--- src/rtl/srt_pkg.sv ---
package srt_pkg;
  typedef enum logic [2:0] {
    RX_WAIT_MARK,
    RX_IDLE,
    RX_START,
    RX_DATA,
    RX_STOP
  } rx_state_t;

  typedef enum logic {
    HO_BYPASS,
    HO_SERVE
  } ho_state_t;
endpackage

--- src/rtl/srt_sync.sv ---
module srt_sync #(
  parameter int W = 1,
  parameter logic [W-1:0] RST_VAL = '0
) (
  input  logic         clk,
  input  logic         rst_n,
  input  logic [W-1:0] d,
  output logic [W-1:0] q
);
  logic [W-1:0] meta;

  always_ff @(posedge clk or negedge rst_n) begin
    if (!rst_n) begin
      meta <= RST_VAL;
      q    <= RST_VAL;
    end else begin
      meta <= d;
      q    <= meta;
    end
  end
endmodule

--- src/rtl/srt_rx_frame.sv ---
module srt_rx_frame
  import srt_pkg::*;
#(
  parameter int CLKS_PER_BIT = 2983,
  parameter int DATA_BITS    = 8
) (
  input  logic                 clk,
  input  logic                 rst_n,
  input  logic                 line,
  output logic                 done,
  output logic [DATA_BITS-1:0] data
);
  localparam int CW   = $clog2(CLKS_PER_BIT);
  localparam int IW   = (DATA_BITS > 1) ? $clog2(DATA_BITS) : 1;
  localparam int HALF = CLKS_PER_BIT / 2;
  localparam logic [CW-1:0] HALF_M1 = CW'(HALF - 1);
  localparam logic [CW-1:0] FULL_M1 = CW'(CLKS_PER_BIT - 1);
  localparam logic [IW-1:0] LAST_IDX = IW'(DATA_BITS - 1);

  rx_state_t      state;
  logic [CW-1:0]  cnt;
  logic [IW-1:0]  idx;

  always_ff @(posedge clk or negedge rst_n) begin
    if (!rst_n) begin
      state <= RX_WAIT_MARK;
      cnt   <= '0;
      idx   <= '0;
      data  <= '0;
      done  <= 1'b0;
    end else begin
      done <= 1'b0;
      unique case (state)
        RX_WAIT_MARK: begin
          cnt <= '0;
          if (line) state <= RX_IDLE;
        end
        RX_IDLE: begin
          cnt <= '0;
          if (!line) state <= RX_START;
        end
        RX_START: begin
          if (cnt == HALF_M1) begin
            cnt <= '0;
            idx <= '0;
            state <= line ? RX_WAIT_MARK : RX_DATA;
          end else begin
            cnt <= cnt + 1'b1;
          end
        end
        RX_DATA: begin
          if (cnt == FULL_M1) begin
            cnt  <= '0;
            data <= {line, data[DATA_BITS-1:1]};
            if (idx == LAST_IDX) begin
              done  <= 1'b1;
              state <= RX_STOP;
            end else begin
              idx <= idx + 1'b1;
            end
          end else begin
            cnt <= cnt + 1'b1;
          end
        end
        RX_STOP: begin
          if (cnt == FULL_M1) begin
            cnt   <= '0;
            state <= RX_WAIT_MARK;
          end else begin
            cnt <= cnt + 1'b1;
          end
        end
        default: state <= RX_WAIT_MARK;
      endcase
    end
  end
endmodule

--- src/rtl/srt_handoff.sv ---
module srt_handoff
  import srt_pkg::*;
#(
  parameter int DATA_BITS = 8
) (
  input  logic                 clk,
  input  logic                 rst_n,
  input  logic                 done,
  input  logic [DATA_BITS-1:0] data,
  input  logic                 strobe_s,
  input  logic                 line,
  output logic                 irq_n,
  output logic                 ser_out,
  output logic                 serving
);
  localparam int IW = (DATA_BITS > 1) ? $clog2(DATA_BITS) : 1;
  localparam logic [IW-1:0] LAST_FALL = IW'(DATA_BITS - 1);

  ho_state_t            st;
  logic                 strobe_d;
  logic [DATA_BITS-1:0] hold;
  logic [IW-1:0]        nfall;
  logic                 rise, fall;

  assign rise = strobe_s & ~strobe_d;
  assign fall = ~strobe_s & strobe_d;

  always_ff @(posedge clk or negedge rst_n) begin
    if (!rst_n) begin
      st       <= HO_BYPASS;
      strobe_d <= 1'b0;
      hold     <= '0;
      nfall    <= '0;
      irq_n    <= 1'b1;
    end else begin
      strobe_d <= strobe_s;
      unique case (st)
        HO_BYPASS: begin
          if (done && !strobe_s) begin
            st    <= HO_SERVE;
            hold  <= data;
            nfall <= '0;
            irq_n <= 1'b0;
          end
        end
        HO_SERVE: begin
          if (rise) irq_n <= 1'b1;
          if (fall) begin
            if (nfall == LAST_FALL) begin
              st <= HO_BYPASS;
            end else begin
              hold  <= hold >> 1;
              nfall <= nfall + 1'b1;
            end
          end
        end
        default: st <= HO_BYPASS;
      endcase
    end
  end

  assign serving = (st == HO_SERVE);
  assign ser_out = serving ? hold[0] : line;
endmodule

--- src/rtl/serial_char_retimer.sv ---
module serial_char_retimer #(
  parameter int CLKS_PER_BIT = 2983,
  parameter int DATA_BITS    = 8
) (
  input  logic clk,
  input  logic rst_n,
  input  logic raw_in,
  input  logic strobe_in,
  output logic ser_out,
  output logic irq_n
);
  logic [1:0]           sync_q;
  logic                 raw_s;
  logic                 strobe_s;
  logic                 char_done;
  logic [DATA_BITS-1:0] char_data;
  logic                 serving;

  srt_sync #(.W(2), .RST_VAL(2'b01)) u_sync (
    .clk  (clk),
    .rst_n(rst_n),
    .d    ({strobe_in, raw_in}),
    .q    (sync_q)
  );

  assign raw_s    = sync_q[0];
  assign strobe_s = sync_q[1];

  srt_rx_frame #(.CLKS_PER_BIT(CLKS_PER_BIT), .DATA_BITS(DATA_BITS)) u_rx (
    .clk  (clk),
    .rst_n(rst_n),
    .line (raw_s),
    .done (char_done),
    .data (char_data)
  );

  srt_handoff #(.DATA_BITS(DATA_BITS)) u_ho (
    .clk     (clk),
    .rst_n   (rst_n),
    .done    (char_done),
    .data    (char_data),
    .strobe_s(strobe_s),
    .line    (raw_s),
    .irq_n   (irq_n),
    .ser_out (ser_out),
    .serving (serving)
  );
endmodule

--- config.mk ---
export PLATFORM = sky130hd
export DESIGN_NAME = serial_char_retimer
export DESIGN_NICKNAME = d
export VERILOG_FILES = /design/src/rtl/srt_pkg.sv /design/src/rtl/srt_sync.sv /design/src/rtl/srt_rx_frame.sv /design/src/rtl/srt_handoff.sv /design/src/rtl/serial_char_retimer.sv
export SDC_FILE = /design/constraint.sdc
export NUM_CORES = 1
export LEC_CHECK = 0
export BUFFER_PORTS_ARGS = -buffer_cell sky130_fd_sc_hd__buf_2
export CORE_MARGIN = 3
export CORE_UTILIZATION = 37
export DETAILED_ROUTE_END_ITERATION = 16
export PLACE_DENSITY_LB_ADDON = 0.12
export SLEW_MARGIN = 20
export SYNTH_ARGS = -nofsm -noshare
export SYNTH_HDL_FRONTEND = slang
export SYNTH_SLANG_ARGS = --single-unit
--- constraint.sdc ---
create_clock -name clk -period 4.7 [get_ports clk]
set_input_delay 0.94 -clock clk [delete_from_list [all_inputs] [get_ports clk]]
set_output_delay 0.94 -clock clk [all_outputs]
set_load 0.02 [all_outputs]
==> reports/qor.yml, run 1 <==
yosys:
  synthArstFlopShare: 1.00
  syn-num-nets: 228
  yosysUniqueCellTypes: 49
  synth_area_um2: 2290
  synth_area_per_cell_um2: 10.5
  ys.flop_type: "dfrtp_1"
  synth_top_area_cell: "dfrtp_1"
  synth_edf_count: 0
  ys_seq_elements: 45
  synth_top_area_share: 0.458
  yosysWarnings: 0
  syn_inst: 218
  synth.area.top_cells: "dfrtp_1, mux2_2, mux2i_1, dfstp_2, ha_1"
  yosysSeqAreaShare: 0.492
timing:
  tightest_slew_ns: 0.923
  setup_tns_ns: 0
  rsz0062_at_grt: "false"
  hold_viol: 0
  skew_ns: 0.00543
  drv_slew: 0
  period_share: 0.554
  relSlewSlack: 0.385
  min_period_ns: 2.60
  fmaxAchievable_ghz: 0.384
  setup_viol: 0
place:
  globalplace.congestion: 0.772
  dpl.hpwl_um: 2790
  io_buffer_count: 5
cts:
  cts_max_path_buffers: 2
  clk_latency_ns: 0.30
  cts_htree_levels: 2
  postCtsSetupBuffers: 0
  cts_buffers: 5
  tritoncts: "yes"
  cts_resized: 0
  hold_buffers: 0
  cts-root-buf: "clkbuf_8"
  clk_pin_slew_ns: 0.09
  cts.sinks: 45
min_path:
  hold_class: "flop to flop"
critical_path:
  critical_path_class: "flop to output port"
  start_kind: "flop"
  cp_data_required_time_ns: 3.76
  cp_max_fo: 19
  cp.arrival_ns: 1.66
  end_kind: "output port"
final_layout:
  nets: 232
  n_antenna_cell: 0
  syn_to_final_growth_pct: 7.03
  drive_gt1_frac: 0.143
power_and_ir_drop:
  p_leak_nw: 1.01
  pwr_density_cell_nw_per_um2: 351
  vdd_drop_max_v: 0.000159
  p_total_mw: 0.863
detailed_routing:
  dr_wl_met3_um: 141
  drt_pre_antenna_iters: 4
  num_vias: 1603
  vias_per_cell: 5.38
  wl_met1_um: 1980
  routed_wirelength_um: 4080
  met2_length_um: 1920
  detail_route.iter0.violations: 33
  drcViolationCount: 0
  top_layer_used: "met4"
  antenna_left: 0
  wl_per_cell_um: 13.7
status:
  status: "complete, no violations"
global_routing:
  grt_util_all_layers: 0.127
  grt_pass1_vias: 1602
  grt_max_degree: 46
  antenna_found_initial: 0
  grt_overflow: 0
  grt_pass1_wl_um: 7440
die:
  rows: 28
  die_area_um2: 7180
  ios: 6
  die_h_um: 84.8
  dieWidth_um: 84.8
  core-area_um2: 5960
  initial_utilization: 0.385
job:
  drv_cap: 0
stage by stage:
stage,instance area (um2),hold slack [ns],setup WS (ns),util,std cells
2_1_floorplan,2290,0.331,2.68,-,218
3_3_place_gp,2360,0.340,2.42,0.396,290
3_5_place_dp,2360,0.340,2.41,0.396,290
4_1_cts,2450,0.359,2.07,0.412,298
5_1_grt,2460,0.364,2.01,0.412,298
6_report,2460,0.359,2.10,0.412,298
report_power, final:
| part | total (mW) | internal (mW) | switching (mW) |
|---|---|---|---|
| Combinational | 0.169 | 0.0708 | 0.0978 |
| Clock | 0.251 | 0.107 | 0.144 |
| Sequential | 0.443 | 0.407 | 0.0360 |
placed cells by master (no fill, tap or decap), types with 3 or more instances in the layout:
cell type  synthesis  layout
a21oi_1           12      12
a22o_1             5       5
and2_1             3       3
buf_2              1       4
clkbuf_8           0       5
dfrtp_1           42      42
dfstp_2            3       3
ha_1               6       6
inv_1              9       9
mux2_2            13      13
mux2i_1            9       9
nand2_1           18      18
nand3_1            3       3
nor2_1            17      17
nor2b_1            4       4
nor3_1             4       4
nor4_1             3       3
o211ai_1           5       5
o21ai_0           14      14
o31ai_1            3       3
or3_1              3       3
synth_stat cells, types with 4 or more instances:
cell type / number
mux2i_1: 9
nor2_1: 17
ha_1: 6
nor3_1: 4
o211ai_1: 5
dfrtp_1: 42
a22o_1: 5
o21ai_0: 14
nor2b_1: 4
clkbuf_1: 4
mux2_2: 13
inv_1: 9
nand2_1: 18
a21oi_1: 12
cell families after synthesis:
kind of cell / count (synthesis) / share of synthesized area
mux: 22 / 0.103
fa+ha+maj: 6 / 0.0327
simple gates: 72 / 0.169
compound gates: 54 / 0.157
flops: 45 / 0.492
buf+inv: 17 / 0.0382
xor+xnor: 2 / 0.00763
state kept, by name, summed over array words and instances, names as in the netlist:
signal	flops
u_ho.strobe_d	1
u_ho.serving	1
u_ho.nfall	3
u_rx.data	8
u_rx.state	3
u_ho.hold	8
u_rx.cnt	12
u_sync.meta	2
u_ho.irq_n	1
u_rx.idx	3
u_sync.q	2
u_rx.done	1
final cells by class:
class / instances / area [um2]
Fill cell: 582 / 3500
Sequential cell: 45 / 1130
Multi-Input combinational cell: 156 / 1080
Tap cell: 75 / 93.8
Clock buffer: 5 / 68.8
Inverter: 9 / 33.8
Timing Repair Buffer: 5 / 27.5
Clock inverter: 3 / 25.0
critical path: stages, from the launching register on:
cell and delay, ns:
dfrtp_1 0.80, mux2_2 0.40, buf_2 0.16
per-layer routing:
layer,vias up,track usage
met5,-,0
met4,0,0.0388
met3,4,0.0393
met2,21,0.204
met1,774,0.165
li1,804,-
path summary, 6_finish.rpt:
check	startpoint	to	slack (ns)	cells past startpoint
max	u_ho.serving	ser_out	2.10	2
min	u_sync.meta[1]	u_sync.q[1]	0.36	0
max reg2reg	u_rx.cnt[0]	u_rx.cnt[7]	2.45	6
min reg2reg	u_sync.meta[1]	u_sync.q[1]	0.36	0
max in group asynchronous	rst_n	u_rx.state[1]	3.69	1
min in group asynchronous	rst_n	u_ho.nfall[0]	0.63	1
(Power assumes the default switching activity.)
==> run 2, diff against run 1 <==
- clock period: 4.7 -> 2.4 ns (I/O delays scaled with it)
==> reports/qor.yml, run 2 (synthesized netlist as in run 1, its figures left out) <==
detailed_routing:
  routed_wirelength_um: 4240  # was 4080 um
  wl_per_cell_um: 13.7  # about the same
  detail_route.iter0.violations: 75  # was 33
  num_vias: 1651  # was 1603
  drt_pre_antenna_iters: 4  # unchanged
  vias_per_cell: 5.34  # was 5.38
  antenna_left: 0  # unchanged
  drcViolationCount: 0  # unchanged
critical_path:
  r2r_start: "u_rx.cnt[0]"  # unchanged
  critical_path_class: "flop to flop"  # was flop to output port
  r2r_cells: 6  # unchanged
  crit_path_end: "u_rx.idx[1]"  # was ser_out
  r2r-end: "u_rx.idx[1]"  # was u_rx.cnt[7]
  cp_data_required_time_ns: 2.62  # was 3.76 ns
  start_kind: "flop"  # unchanged
  cp.arrival_ns: 2.35  # was 1.66 ns
  r2r_slack_ns: 0.27  # was 2.45 ns
  end_kind: "flop"  # was output port
  startpoint: "u_rx.cnt[0]"  # was u_ho.serving
  cp_max_fo: 6  # was 19
global_routing:
  grt_pass1_vias: 1533  # was 1602
  grt_max_degree: 26  # was 46
  grt_util_all_layers: 0.127  # about the same
  grt_overflow: 0  # unchanged
  antenna_found_initial: 0  # unchanged
  grt_pass1_wl_um: 7360  # was 7440 um
job:
  drv_cap: 0  # unchanged
die:
  rows: 28  # unchanged
  ios: 6  # unchanged
  die_area_um2: 7180  # unchanged
  initial_utilization: 0.385  # unchanged
  dieWidth_um: 84.8  # unchanged
  core-area_um2: 5960  # unchanged
  die_h_um: 84.8  # unchanged
final_layout:
  largest_register_ffs: 12  # unchanged
  final_cell_mix: "dfrtp_1, nand2_1, nor2_1"  # unchanged
  multi_input_area_um2: 1080  # about the same
  largestRegisters: "u_rx.cnt: 12 flops, u_ho.hold: 8 flops, u_rx.data: 8 flops"  # unchanged
  final_common_cell: "dfrtp_1"  # unchanged
  nets: 243  # was 232
  drive_gt1_frac: 0.179  # was 0.143
  layout.area.seq_um2: 1130  # unchanged
  syn_to_final_growth_pct: 10.5  # was 7.03%
  fillers: 580  # was 582
  largest-register: "u_rx.cnt"  # unchanged
  n_antenna_cell: 0  # unchanged
cts:
  cts_max_path_buffers: 2  # unchanged
  postCtsSetupBuffers: 0  # unchanged
  clk_latency_ns: 0.29  # was 0.30 ns
  clk_pin_slew_ns: 0.09  # about the same
  cts.sinks: 45  # unchanged
  cts_buffers: 5  # unchanged
  cts_htree_levels: 2  # unchanged
  tritoncts: "yes"  # unchanged
  cts-root-buf: "clkbuf_8"  # unchanged
power_and_ir_drop:
  vdd_drop_max_v: 0.000284  # was 0.000159 V
  p_leak_nw: 1.06  # was 1.01 nW
  pwr_density_cell_nw_per_um2: 686  # was 351 nW/um2
timing:
  rsz0062_at_grt: "false"  # unchanged
  hold_viol: 0  # unchanged
  skew_ns: 0.00626  # was 0.00543 ns
  drv_slew: 0  # unchanged
  tightest_slew_ns: 0.433  # was 0.923 ns
  fmaxAchievable_ghz: 0.469
  whs_ns: 0.149  # was 0.359 ns
  relSlewSlack: 0.708  # was 0.385
  min_period_ns: 2.13
  setup_viol: 0  # unchanged
  period_share: 0.889
  setup_tns_ns: 0  # unchanged
place:
  io_buffer_count: 5  # unchanged
  globalplace.congestion: 0.773  # was 0.772
  dpl.hpwl_um: 3020  # was 2790 um
status:
  status: "complete, no violations"  # unchanged
min_path:
  hold_class: "input port to async pin"  # was flop to flop
run 2: cell count changes in the layout (fill, tap and decap cells not counted), sizes merged:
cell / change
buf: +11
clkbuf: +1
clkinv: -1
clkinvlp: +1
inv: -1
run 2: metal layers:
layer	track usage	up-vias	share of wire
li1	-	830	-
met1	0.174	797	0.51
met2	0.196	18	0.46
met3	0.0294	6	0.021
met4	0.0446	0	0.015
met5	0	-	0
run 2: worst min-delay path by stage:
stage | startpoint | end | slack, ns | depth (start not counted)
5_1_grt | rst_n | u_ho.nfall[1] | 0.16 | 2
6_report | rst_n | u_ho.nfall[1] | 0.15 | 2
2_1_floorplan | rst_n | u_ho.hold[0] | 0.18 | 0
3_3_place_gp | u_sync.meta[1] | u_sync.q[1] | 0.34 | 0
3_5_place_dp | u_sync.meta[1] | u_sync.q[1] | 0.34 | 0
4_1_cts | rst_n | u_ho.nfall[1] | 0.16 | 2
run 2: metrics by stage:
| step | setup WS, ns | utilization | std cells | power (mW) | instance area, um2 |
|---|---|---|---|---|---|
| after floorplan | 0.408 | - | 218 | 1.18 | 2290 |
| after global placement | 0.199 | 0.410 | 301 | 1.28 | 2440 |
| after detailed placement | 0.172 | 0.410 | 301 | 1.28 | 2440 |
| after CTS | 0.154 | 0.425 | 309 | 1.76 | 2530 |
| after global routing | 0.0740 | 0.426 | 309 | 1.85 | 2530 |
| final | 0.266 | 0.426 | 309 | 1.74 | 2530 |
run 2: critical path: stages (launching register included):
cell	delay, ns
dfrtp_1	0.41
inv_1	0.10
ha_1	0.15
nand4b_1	0.22
or3_1	0.51
or4_4	0.52
o22ai_2	0.14
run 2: repair_timing:
action,4_1_cts,5_1_grt
gates resized for setup,0,1
setup endpoints to repair,0,8
hold buffers,0,0
run 2: power by group:
part           switching, mW  internal (mW)
clock                  0.263          0.206
sequential            0.0506          0.797
combinational          0.236          0.186
run 2: final cells by class:
class | count | share of cell area
Sequential cell | 45 | 0.446
Multi-Input combinational cell | 156 | 0.427
Timing Repair Buffer | 16 | 0.0424
Tap cell | 75 | 0.0370
Clock buffer | 6 | 0.0286
Inverter | 9 | 0.0133
Clock inverter | 2 | 0.00592
